**config.mk**
```make
export PLATFORM = sky130hd
export DESIGN_NAME = i2s_flag_unit
export DESIGN_NICKNAME = d
export VERILOG_FILES = /design/src/rtl/i2s_flag_pkg.sv /design/src/rtl/i2s_rx_track.sv /design/src/rtl/i2s_tx_track.sv /design/src/rtl/i2s_busy_track.sv /design/src/rtl/i2s_flag_unit.sv
export SDC_FILE = /design/constraint.sdc
export NUM_CORES = 1
export LEC_CHECK = 0
export BUFFER_PORTS_ARGS = -buffer_cell sky130_fd_sc_hd__clkbuf_2
export CAP_MARGIN = 20
export CORE_AREA = 3 3 40 42
export CTS_BUF_LIST = sky130_fd_sc_hd__clkbuf_8
export CTS_CLUSTER_SIZE = 8
export DETAILED_ROUTE_END_ITERATION = 8
export DIE_AREA = 0 0 43 45
export GPL_TIMING_DRIVEN = 0
export PLACE_DENSITY_LB_ADDON = 0.05
export SETUP_SLACK_MARGIN = 0.05
export SLEW_MARGIN = 15
export SYNTH_ARGS = -nofsm -noshare
export SYNTH_HDL_FRONTEND = slang
export SYNTH_SLANG_ARGS = --single-unit
```
**constraint.sdc**
```tcl
create_clock -name clk -period 1.5 [get_ports clk]
set_input_delay 0.075 -clock clk [delete_from_list [all_inputs] [get_ports clk]]
set_output_delay 0.075 -clock clk [all_outputs]
set_load 0.02 [all_outputs]
```
**src/rtl/i2s_flag_pkg.sv**
```systemverilog
package i2s_flag_pkg;

  localparam logic TE_RESET = 1'b1;

  function automatic logic irq_any(
    input logic te, input logic rne, input logic ovr, input logic udr,
    input logic te_ie, input logic rne_ie, input logic err_ie);
    logic src_tx, src_rx, src_err;
    src_tx  = te & te_ie;
    src_rx  = rne & rne_ie;
    src_err = (ovr | udr) & err_ie;
    return src_tx | src_rx | src_err;
  endfunction

endpackage

```
**src/rtl/i2s_rx_track.sv**
```systemverilog
module i2s_rx_track (
  input  logic clk,
  input  logic rst_n,
  input  logic port_en,
  input  logic rx_word_done,
  input  logic dat_rd,
  input  logic sts_rd,
  output logic rne,
  output logic ovr,
  output logic accept,
  output logic ovr_hit
);
  logic dat_seen;

  assign accept  = port_en & rx_word_done & ~ovr & (~rne | dat_rd);
  assign ovr_hit = port_en & rx_word_done & ~ovr & rne & ~dat_rd;

  always_ff @(posedge clk or negedge rst_n) begin
    if (!rst_n) begin
      rne <= 1'b0;
    end else if (accept) begin
      rne <= 1'b1;
    end else if (dat_rd) begin
      rne <= 1'b0;
    end
  end

  always_ff @(posedge clk or negedge rst_n) begin
    if (!rst_n) begin
      ovr      <= 1'b0;
      dat_seen <= 1'b0;
    end else if (!port_en) begin
      ovr      <= 1'b0;
      dat_seen <= 1'b0;
    end else if (ovr_hit) begin
      ovr      <= 1'b1;
      dat_seen <= 1'b0;
    end else if (ovr && sts_rd && dat_seen) begin
      ovr      <= 1'b0;
      dat_seen <= 1'b0;
    end else if (ovr && dat_rd) begin
      dat_seen <= 1'b1;
    end
  end
endmodule

```
**src/rtl/i2s_tx_track.sv**
```systemverilog
module i2s_tx_track
  import i2s_flag_pkg::*;
(
  input  logic clk,
  input  logic rst_n,
  input  logic port_en,
  input  logic tx_mode,
  input  logic slave_mode,
  input  logic tx_buf_wr,
  input  logic tx_buf_load,
  input  logic word_start,
  input  logic sts_rd,
  output logic te,
  output logic udr,
  output logic te_set,
  output logic udr_hit
);
  assign te_set  = tx_buf_load & ~tx_buf_wr;
  assign udr_hit = port_en & slave_mode & tx_mode & word_start & te;

  always_ff @(posedge clk or negedge rst_n) begin
    if (!rst_n) begin
      te <= TE_RESET;
    end else if (tx_buf_wr) begin
      te <= 1'b0;
    end else if (te_set) begin
      te <= 1'b1;
    end
  end

  always_ff @(posedge clk or negedge rst_n) begin
    if (!rst_n) begin
      udr <= 1'b0;
    end else if (!port_en) begin
      udr <= 1'b0;
    end else if (udr_hit) begin
      udr <= 1'b1;
    end else if (sts_rd) begin
      udr <= 1'b0;
    end
  end
endmodule

```
**src/rtl/i2s_busy_track.sv**
```systemverilog
module i2s_busy_track (
  input  logic clk,
  input  logic rst_n,
  input  logic port_en,
  input  logic word_start,
  input  logic word_end,
  output logic busy
);
  always_ff @(posedge clk or negedge rst_n) begin
    if (!rst_n) begin
      busy <= 1'b0;
    end else if (!port_en) begin
      busy <= 1'b0;
    end else if (word_start) begin
      busy <= 1'b1;
    end else if (word_end) begin
      busy <= 1'b0;
    end
  end
endmodule

```
**src/rtl/i2s_flag_unit.sv**
```systemverilog
module i2s_flag_unit
  import i2s_flag_pkg::*;
#(
  parameter int CHAN_W = 1
) (
  input  logic              clk,
  input  logic              rst_n,
  input  logic              port_en,
  input  logic              tx_mode,
  input  logic              slave_mode,
  input  logic              pcm_mode,
  input  logic [CHAN_W-1:0] chan_in,
  input  logic              rx_word_done,
  input  logic              tx_buf_wr,
  input  logic              tx_buf_load,
  input  logic              word_start,
  input  logic              word_end,
  input  logic              dat_rd,
  input  logic              sts_rd,
  input  logic              te_ie,
  input  logic              rne_ie,
  input  logic              err_ie,
  output logic              te_flag,
  output logic              rne_flag,
  output logic              busy_flag,
  output logic [CHAN_W-1:0] chan_side,
  output logic              ovr_flag,
  output logic              udr_flag,
  output logic              rx_capture,
  output logic              irq
);
  logic rx_accept, ovr_hit, te_set, udr_hit, side_load;

  i2s_rx_track u_rx (
    .clk(clk), .rst_n(rst_n), .port_en(port_en),
    .rx_word_done(rx_word_done), .dat_rd(dat_rd), .sts_rd(sts_rd),
    .rne(rne_flag), .ovr(ovr_flag), .accept(rx_accept), .ovr_hit(ovr_hit)
  );

  i2s_tx_track u_tx (
    .clk(clk), .rst_n(rst_n), .port_en(port_en), .tx_mode(tx_mode),
    .slave_mode(slave_mode), .tx_buf_wr(tx_buf_wr), .tx_buf_load(tx_buf_load),
    .word_start(word_start), .sts_rd(sts_rd),
    .te(te_flag), .udr(udr_flag), .te_set(te_set), .udr_hit(udr_hit)
  );

  i2s_busy_track u_busy (
    .clk(clk), .rst_n(rst_n), .port_en(port_en),
    .word_start(word_start), .word_end(word_end), .busy(busy_flag)
  );

  assign side_load  = ~pcm_mode & (tx_mode ? te_set : rx_accept);
  assign rx_capture = rx_accept;

  always_ff @(posedge clk or negedge rst_n) begin
    if (!rst_n) begin
      chan_side <= '0;
    end else if (side_load) begin
      chan_side <= chan_in;
    end
  end

  assign irq = irq_any(te_flag, rne_flag, ovr_flag, udr_flag, te_ie, rne_ie, err_ie);
endmodule

```
Yosys cells after proc, flatten, opt, wreduce, memory -nomap -nowiden
Cells that the tools add are included.
{ "totals": {"out_inout_bits": 8, "register_bits": 7, "inputBits": 17, "word_cells": 57} }
{ "op_classes": {"bitwise": 23, "eq_ne": 4, "reduce_logical": 5, "mux": 18} }
{ "op_table": {"columns": ["cell", "count"], "rows": [
  ["1-bit two-way mux", 18],
  ["1-bit bitwise AND", 14],
  ["3-bit by 1-bit != test with 1-bit output, second input constant", 3],
  ["1-bit inverter", 5],
  ["4-bit by 1-bit != test with 1-bit output, second input constant", 1],
  ["1-bit bitwise OR", 4],
  ["2-bit nonzero test", 2],
  ["1-bit logical AND", 3]
]} }

Logic depth before layout (Yosys ltp)
{ "logic_depth": {"ltp_word": 6, "mapped_depth": 3, "depth_no_buf": 3} }

By module
Synthesis repeated with hierarchy kept, for this count alone.
{ "hier_totals": {"cells_unflattened": 34, "area_unflattened_um2": 365.4} }
{ "modules_own_cells": {"columns": ["module", "seq_area_each_um2", "area_each_um2", "cells_each", "instances"], "rows": [
  ["i2s_rx_track", 75.1, 153.9, 14, 1],
  ["i2s_tx_track", 51.3, 98.8, 10, 1],
  ["i2s_flag_unit", 25.0, 66.3, 7, 1],
  ["i2s_busy_track", 25.0, 46.3, 3, 1]
]} }

Worst setup path after synthesis
OpenSTA, ideal clock, no wires.
{ "synth_timing": {"path_kind": "register -> register", "startpoint": "register u_rx.ovr", "endpoint": "register chan_side", "setup_time_ps": 128, "arrival_ps": 1200, "t_required_ps": 1372, "path_stages_with_launch": 4, "setup_slack_ps": 172, "synth_period_minus_slack_ps": 1328, "n_path_buf": 0, "path_cell_list": "dfrtp_1 and3b_1 a31oi_1 mux2_1"} }
{ "synth_via": {"elab_chain_cells": 5} }
{ "synth_lines": {"columns": ["element", "line", "text"], "rows": [
  ["from (decl)", "i2s_rx_track.sv:9", "output logic ovr,"],
  ["from (signal assigned)", "i2s_rx_track.sv:30", "ovr <= 1'b0;"],
  ["from (signal assigned)", "i2s_rx_track.sv:33", "ovr <= 1'b0;"],
  ["from (signal assigned)", "i2s_rx_track.sv:36", "ovr <= 1'b1;"],
  ["1-bit inverter", "i2s_rx_track.sv:15", "assign accept = port_en & rx_word_done & ~ovr & (~rne | dat_rd);"],
  ["1-bit bitwise AND (2 in a row)", "i2s_rx_track.sv:15", null],
  ["1-bit two-way mux", "i2s_flag_unit.sv:52", "assign side_load = ~pcm_mode & (tx_mode ? te_set : rx_accept);"],
  ["1-bit bitwise AND", "i2s_flag_unit.sv:52", null],
  ["to (signal assigned)", "i2s_flag_unit.sv:59", "chan_side <= chan_in;"],
  ["to (decl)", "i2s_flag_unit.sv:26", "output logic [CHAN_W-1:0] chan_side,"]
]} }
Every way passes these cells.
A chain may end at the register's enable or synchronous reset.

Worst setup path after layout
{ "layout_timing": {"startpoint": "input tx_buf_wr", "endpoint": "register chan_side"} }
{ "layout_via": {"elab_chain_cells": 4} }
{ "layout_lines": {"columns": ["element", "line", "text"], "rows": [
  ["from (decl)", "i2s_flag_unit.sv:14", "input logic tx_buf_wr,"],
  ["1-bit inverter", "i2s_tx_track.sv:18", "assign te_set = tx_buf_load & ~tx_buf_wr;"],
  ["1-bit bitwise AND", "i2s_tx_track.sv:18", null],
  ["1-bit two-way mux", "i2s_flag_unit.sv:52", null],
  ["1-bit bitwise AND", "i2s_flag_unit.sv:52", null]
]} }
Every way passes these cells.

==> results.txt <==
- Top achievable clock speed: 762 MHz
- Clock insertion delay at the later pin of the skew report: 0.23 ns
* Final number of setup-violating endpoints: 0
- Of the total power, the clock network draws 44.2%.
- Counting I/O delays and the setup requirement, the final critical path takes 1.31 ns.
- Worst path required time: 1.61 ns
* Global router's overall resource usage: 9.97%
- Distinct cell type count after synthesis: 19
- The filler cells instantiated in the layout total 145.
- For this design the top-level I/O count stands at 25.
- Seq pwr share: 37.3%
* CTS-repair resized insts: 0
* Hold Path Cell Cnt: 3
* RSZ-0062 raised after global routing: false
* Critical path startpoint category: input pin
- After technology mapping, the gate count stands at 34.
* Sum of overflow across all layers after global routing: 0
* Iter 0 DRT Violations: 6
- After synthesis the netlist holds a flip-flop and latch count of 7.
- Setup Buffers After CTS: 0
- Routed wirelength normalized by instance count: 11.4 µm
- In this run the vertical extent of the chip is 45 µm.
- Switching power as a share of total power: 26.1%
- The number of slew-limit violations in the final report is 0.
- Number of CTS-inserted buffers: 3
- Measured along the x axis, the die boundary spans 43 µm.
* Final hold violation count: 0
- Outcome: finished clean
- Worst-case reg-to-reg path depth: 3
- In this run the most critical hold path is launched from tx_buf_load.
* Data arrival time of the critical path: 1.42 ns
- The worst register-to-register path has a setup slack of 0.21 ns.
- Worst voltage drop across the vdd grid: 0.000702 V
- Entering global routing, the biggest net connects 9 pins.
- In the final design database the tool counted 82 nets.
- Once detail routing completed, the nets flagged for antenna violations numbered 0.
- The tree is rooted in a sky130_fd_sc_hd__clkbuf_8.
- Synthesized area per cell: 10.2 µm²
* Post-Synthesis Cell Area: 345 µm²
- Post-CTS clock slew at the launch and capture registers of the worst setup and hold paths: 0.04 ns
- The Yosys step of the flow raised 0 warnings.
* Dominant cells by area after synthesis: sky130_fd_sc_hd__dfrtp_1 43%, sky130_fd_sc_hd__dfstp_2 7.6%, sky130_fd_sc_hd__nand2_1 5.4%, sky130_fd_sc_hd__a21boi_0 4.3%, sky130_fd_sc_hd__a22oi_1 4.3%
* Yosys top cell area share: 43.5%
- The region available for standard cell placement spans 1280 µm².
* Share of the clock period used by the worst path: 87.5%
* Max Clock Skew: 0.00142 ns
- The number of antenna diodes in the final layout is 0.
- The initial antenna violation count is 0.
- Post-DR vias/cell: 4.54
- Compared with the post-synthesis result, the final layout area differs by 59.1%.
- TritonCTS built the clock tree.
- The first global-routing pass estimated 1.39 mm of wire.
- Worst slew pin tran: 0.266 ns
* Number of global-route vias before repair: 330
- In this run, the combinational gates consume 18.5% of the power.
* End of the worst register-to-register path: chan_side$_DFFE_PN0P_
- The clock drives 7 sinks.
- The min-delay analysis places its worst path in the category in2reg.
- The floorplan has 13 rows.
* TritonRoute pass-1 iters: 3
- Critical setup path kind: in2reg
- The number of nets in the synthesized netlist is 51.
* Post-route setup TNS: 0 ns
- Routability-driven placement finished with a final weighted congestion of 0.631.
- The routed design has 901 µm of wire.
* Leakage power of the design: 0.000285 µW
- Worst reg2reg startpoint: u_rx.ovr$_DFFE_PN0P_
* Initial cell density of the core: 26.9%
- Power spread over the standard cell area amounts to 1070 nW/µm².
* Depth of the CTS H-tree: 1
- Worst-case clock buffer depth: 2
* Vias: 359
* Post-Route Utilization: 42.7%
- Most area-hungry cell type in the Yosys netlist: sky130_fd_sc_hd__dfrtp_1
- For this run, the register share of the synthesized area comes to 51.1%.
- The die covers 1940 µm².
- For this design the total switching power over the nets is 154 µW.
- Critical-path maximum fanout: 2
- Port Buf Inserts: 24
- Of the cells placed in the final design, the portion with a size suffix greater than 1 is 45.3%.
- Across the run, the number of max-cap violations was 0.
* Worst max-slew margin expressed relative to the limit: 82.0%
- The worst hold path terminates at u_tx.te$_DFFE_PN1P_.
* DR DRC count: 0
- Cell Int Power: 434 µW
- STA classifies the critical path endpoint as a flop.
## layout make-up
type | instances | area [µm²] | share of cell area (%)
flip-flops and latches | 7 | 176 | 32.1
clock inverters | 1 | 3.75 | 0.683
well taps | 15 | 18.8 | 3.42
clock buffers | 3 | 41.3 | 7.52
multi-input cells | 27 | 169 | 30.8
repair buffers | 26 | 140 | 25.5
## stage by stage
| stage | instance area, µm² | instances | total power, µW | worst slack (ns) | hold WS (ns) |
|---|---|---|---|---|---|
| after floorplan | 345 | 34 | 274 | 0.172 | -0.221 |
| after global placement | 484 | 73 | 328 | 0.193 | -0.0631 |
| after detailed placement | 484 | 73 | 328 | 0.206 | -0.0699 |
| after CTS | 549 | 79 | 597 | 0.181 | 0.0542 |
| after global routing | 549 | 79 | 624 | 0.117 | 0.0793 |
| final | 549 | 79 | 587 | 0.188 | 0.0590 |
## layer usage
metal / up-vias / GRT usage, % / share of wire [%]
met4: 0 / 0 / 0
met1: 162 / 10.8 / 38
li1: 181 / - / -
met3: 0 / 7.97 / 12
met5: - / 0 / 0
met2: 16 / 16.5 / 50
## power groups by stage
stage                     Combinational [µW]  Clock (µW)  Sequential (µW)
after global routing                     121         282              221
after CTS                                111         266              219
after floorplan                         35.1           0              238
final                                    109         259              219
after global placement                   107           0              222
after detailed placement                 107           0              221
## what timing repair did
action	CTS	global route
hold buffers	2	0
hold endpoints to repair	8	0
endpoints found under the setup margin	0	0
## synth_stat cells
library cell                n
sky130_fd_sc_hd__nand3_1    1
sky130_fd_sc_hd__nand3b_1   1
sky130_fd_sc_hd__o21ai_0    1
sky130_fd_sc_hd__a22oi_1    2
sky130_fd_sc_hd__dfrtp_1    6
sky130_fd_sc_hd__a21boi_0   2
sky130_fd_sc_hd__nand4bb_1  1
sky130_fd_sc_hd__and2_2     1
sky130_fd_sc_hd__and3b_1    1
sky130_fd_sc_hd__nor2b_1    1
sky130_fd_sc_hd__nand2b_1   2
sky130_fd_sc_hd__nor2_1     4
sky130_fd_sc_hd__nand4_1    1
sky130_fd_sc_hd__a31oi_1    1
sky130_fd_sc_hd__o21a_1     1
sky130_fd_sc_hd__nand2_1    5
sky130_fd_sc_hd__mux2_1     1
sky130_fd_sc_hd__dfstp_2    1
sky130_fd_sc_hd__nor4bb_1   1
## critical path, cell delays in order
cell and delay (ns):
sky130_fd_sc_hd__dlygate4sd3_1 0.53, sky130_fd_sc_hd__clkbuf_2 0.11, sky130_fd_sc_hd__nor4bb_1 0.30, sky130_fd_sc_hd__a31oi_1 0.08, sky130_fd_sc_hd__mux2_1 0.32
## cells in the final DEF, fill, tap and decap left out, types with 2 or more instances in the layout
cell	count
sky130_fd_sc_hd__clkbuf_2	24
sky130_fd_sc_hd__dfrtp_1	6
sky130_fd_sc_hd__nand2_1	5
sky130_fd_sc_hd__nor2_1	4
sky130_fd_sc_hd__clkbuf_8	3
sky130_fd_sc_hd__nand2b_1	2
sky130_fd_sc_hd__a22oi_1	2
sky130_fd_sc_hd__a21boi_0	2
sky130_fd_sc_hd__dlygate4sd3_1	2
## worst max-delay path by stage
stage,start,end,slack (ns),cells after the start
floorplan,u_rx.ovr$_DFFE_PN0P_,chan_side$_DFFE_PN0P_,0.17,3
global placement,u_rx.ovr$_DFFE_PN0P_,chan_side$_DFFE_PN0P_,0.19,3
detailed placement,u_rx.ovr$_DFFE_PN0P_,chan_side$_DFFE_PN0P_,0.21,3
CTS,tx_buf_wr,chan_side$_DFFE_PN0P_,0.18,5
global route,tx_buf_wr,chan_side$_DFFE_PN0P_,0.12,5
finish,tx_buf_wr,chan_side$_DFFE_PN0P_,0.19,5
## registers in the layout (all words and copies together) (netlist names)
register and cells:
u_rx.rne 1, u_busy.busy 1, chan_side 1, u_tx.te 1, u_rx.ovr 1, u_tx.udr 1, u_rx.dat_seen 1
## cells by family after synthesis
family,Yosys count,synth area share (%)
flops,7,51.1
simple gates,19,31.5
mux,1,3.26
compound gates,7,14.1
Note: power is estimated with default switching activity, not from simulation.
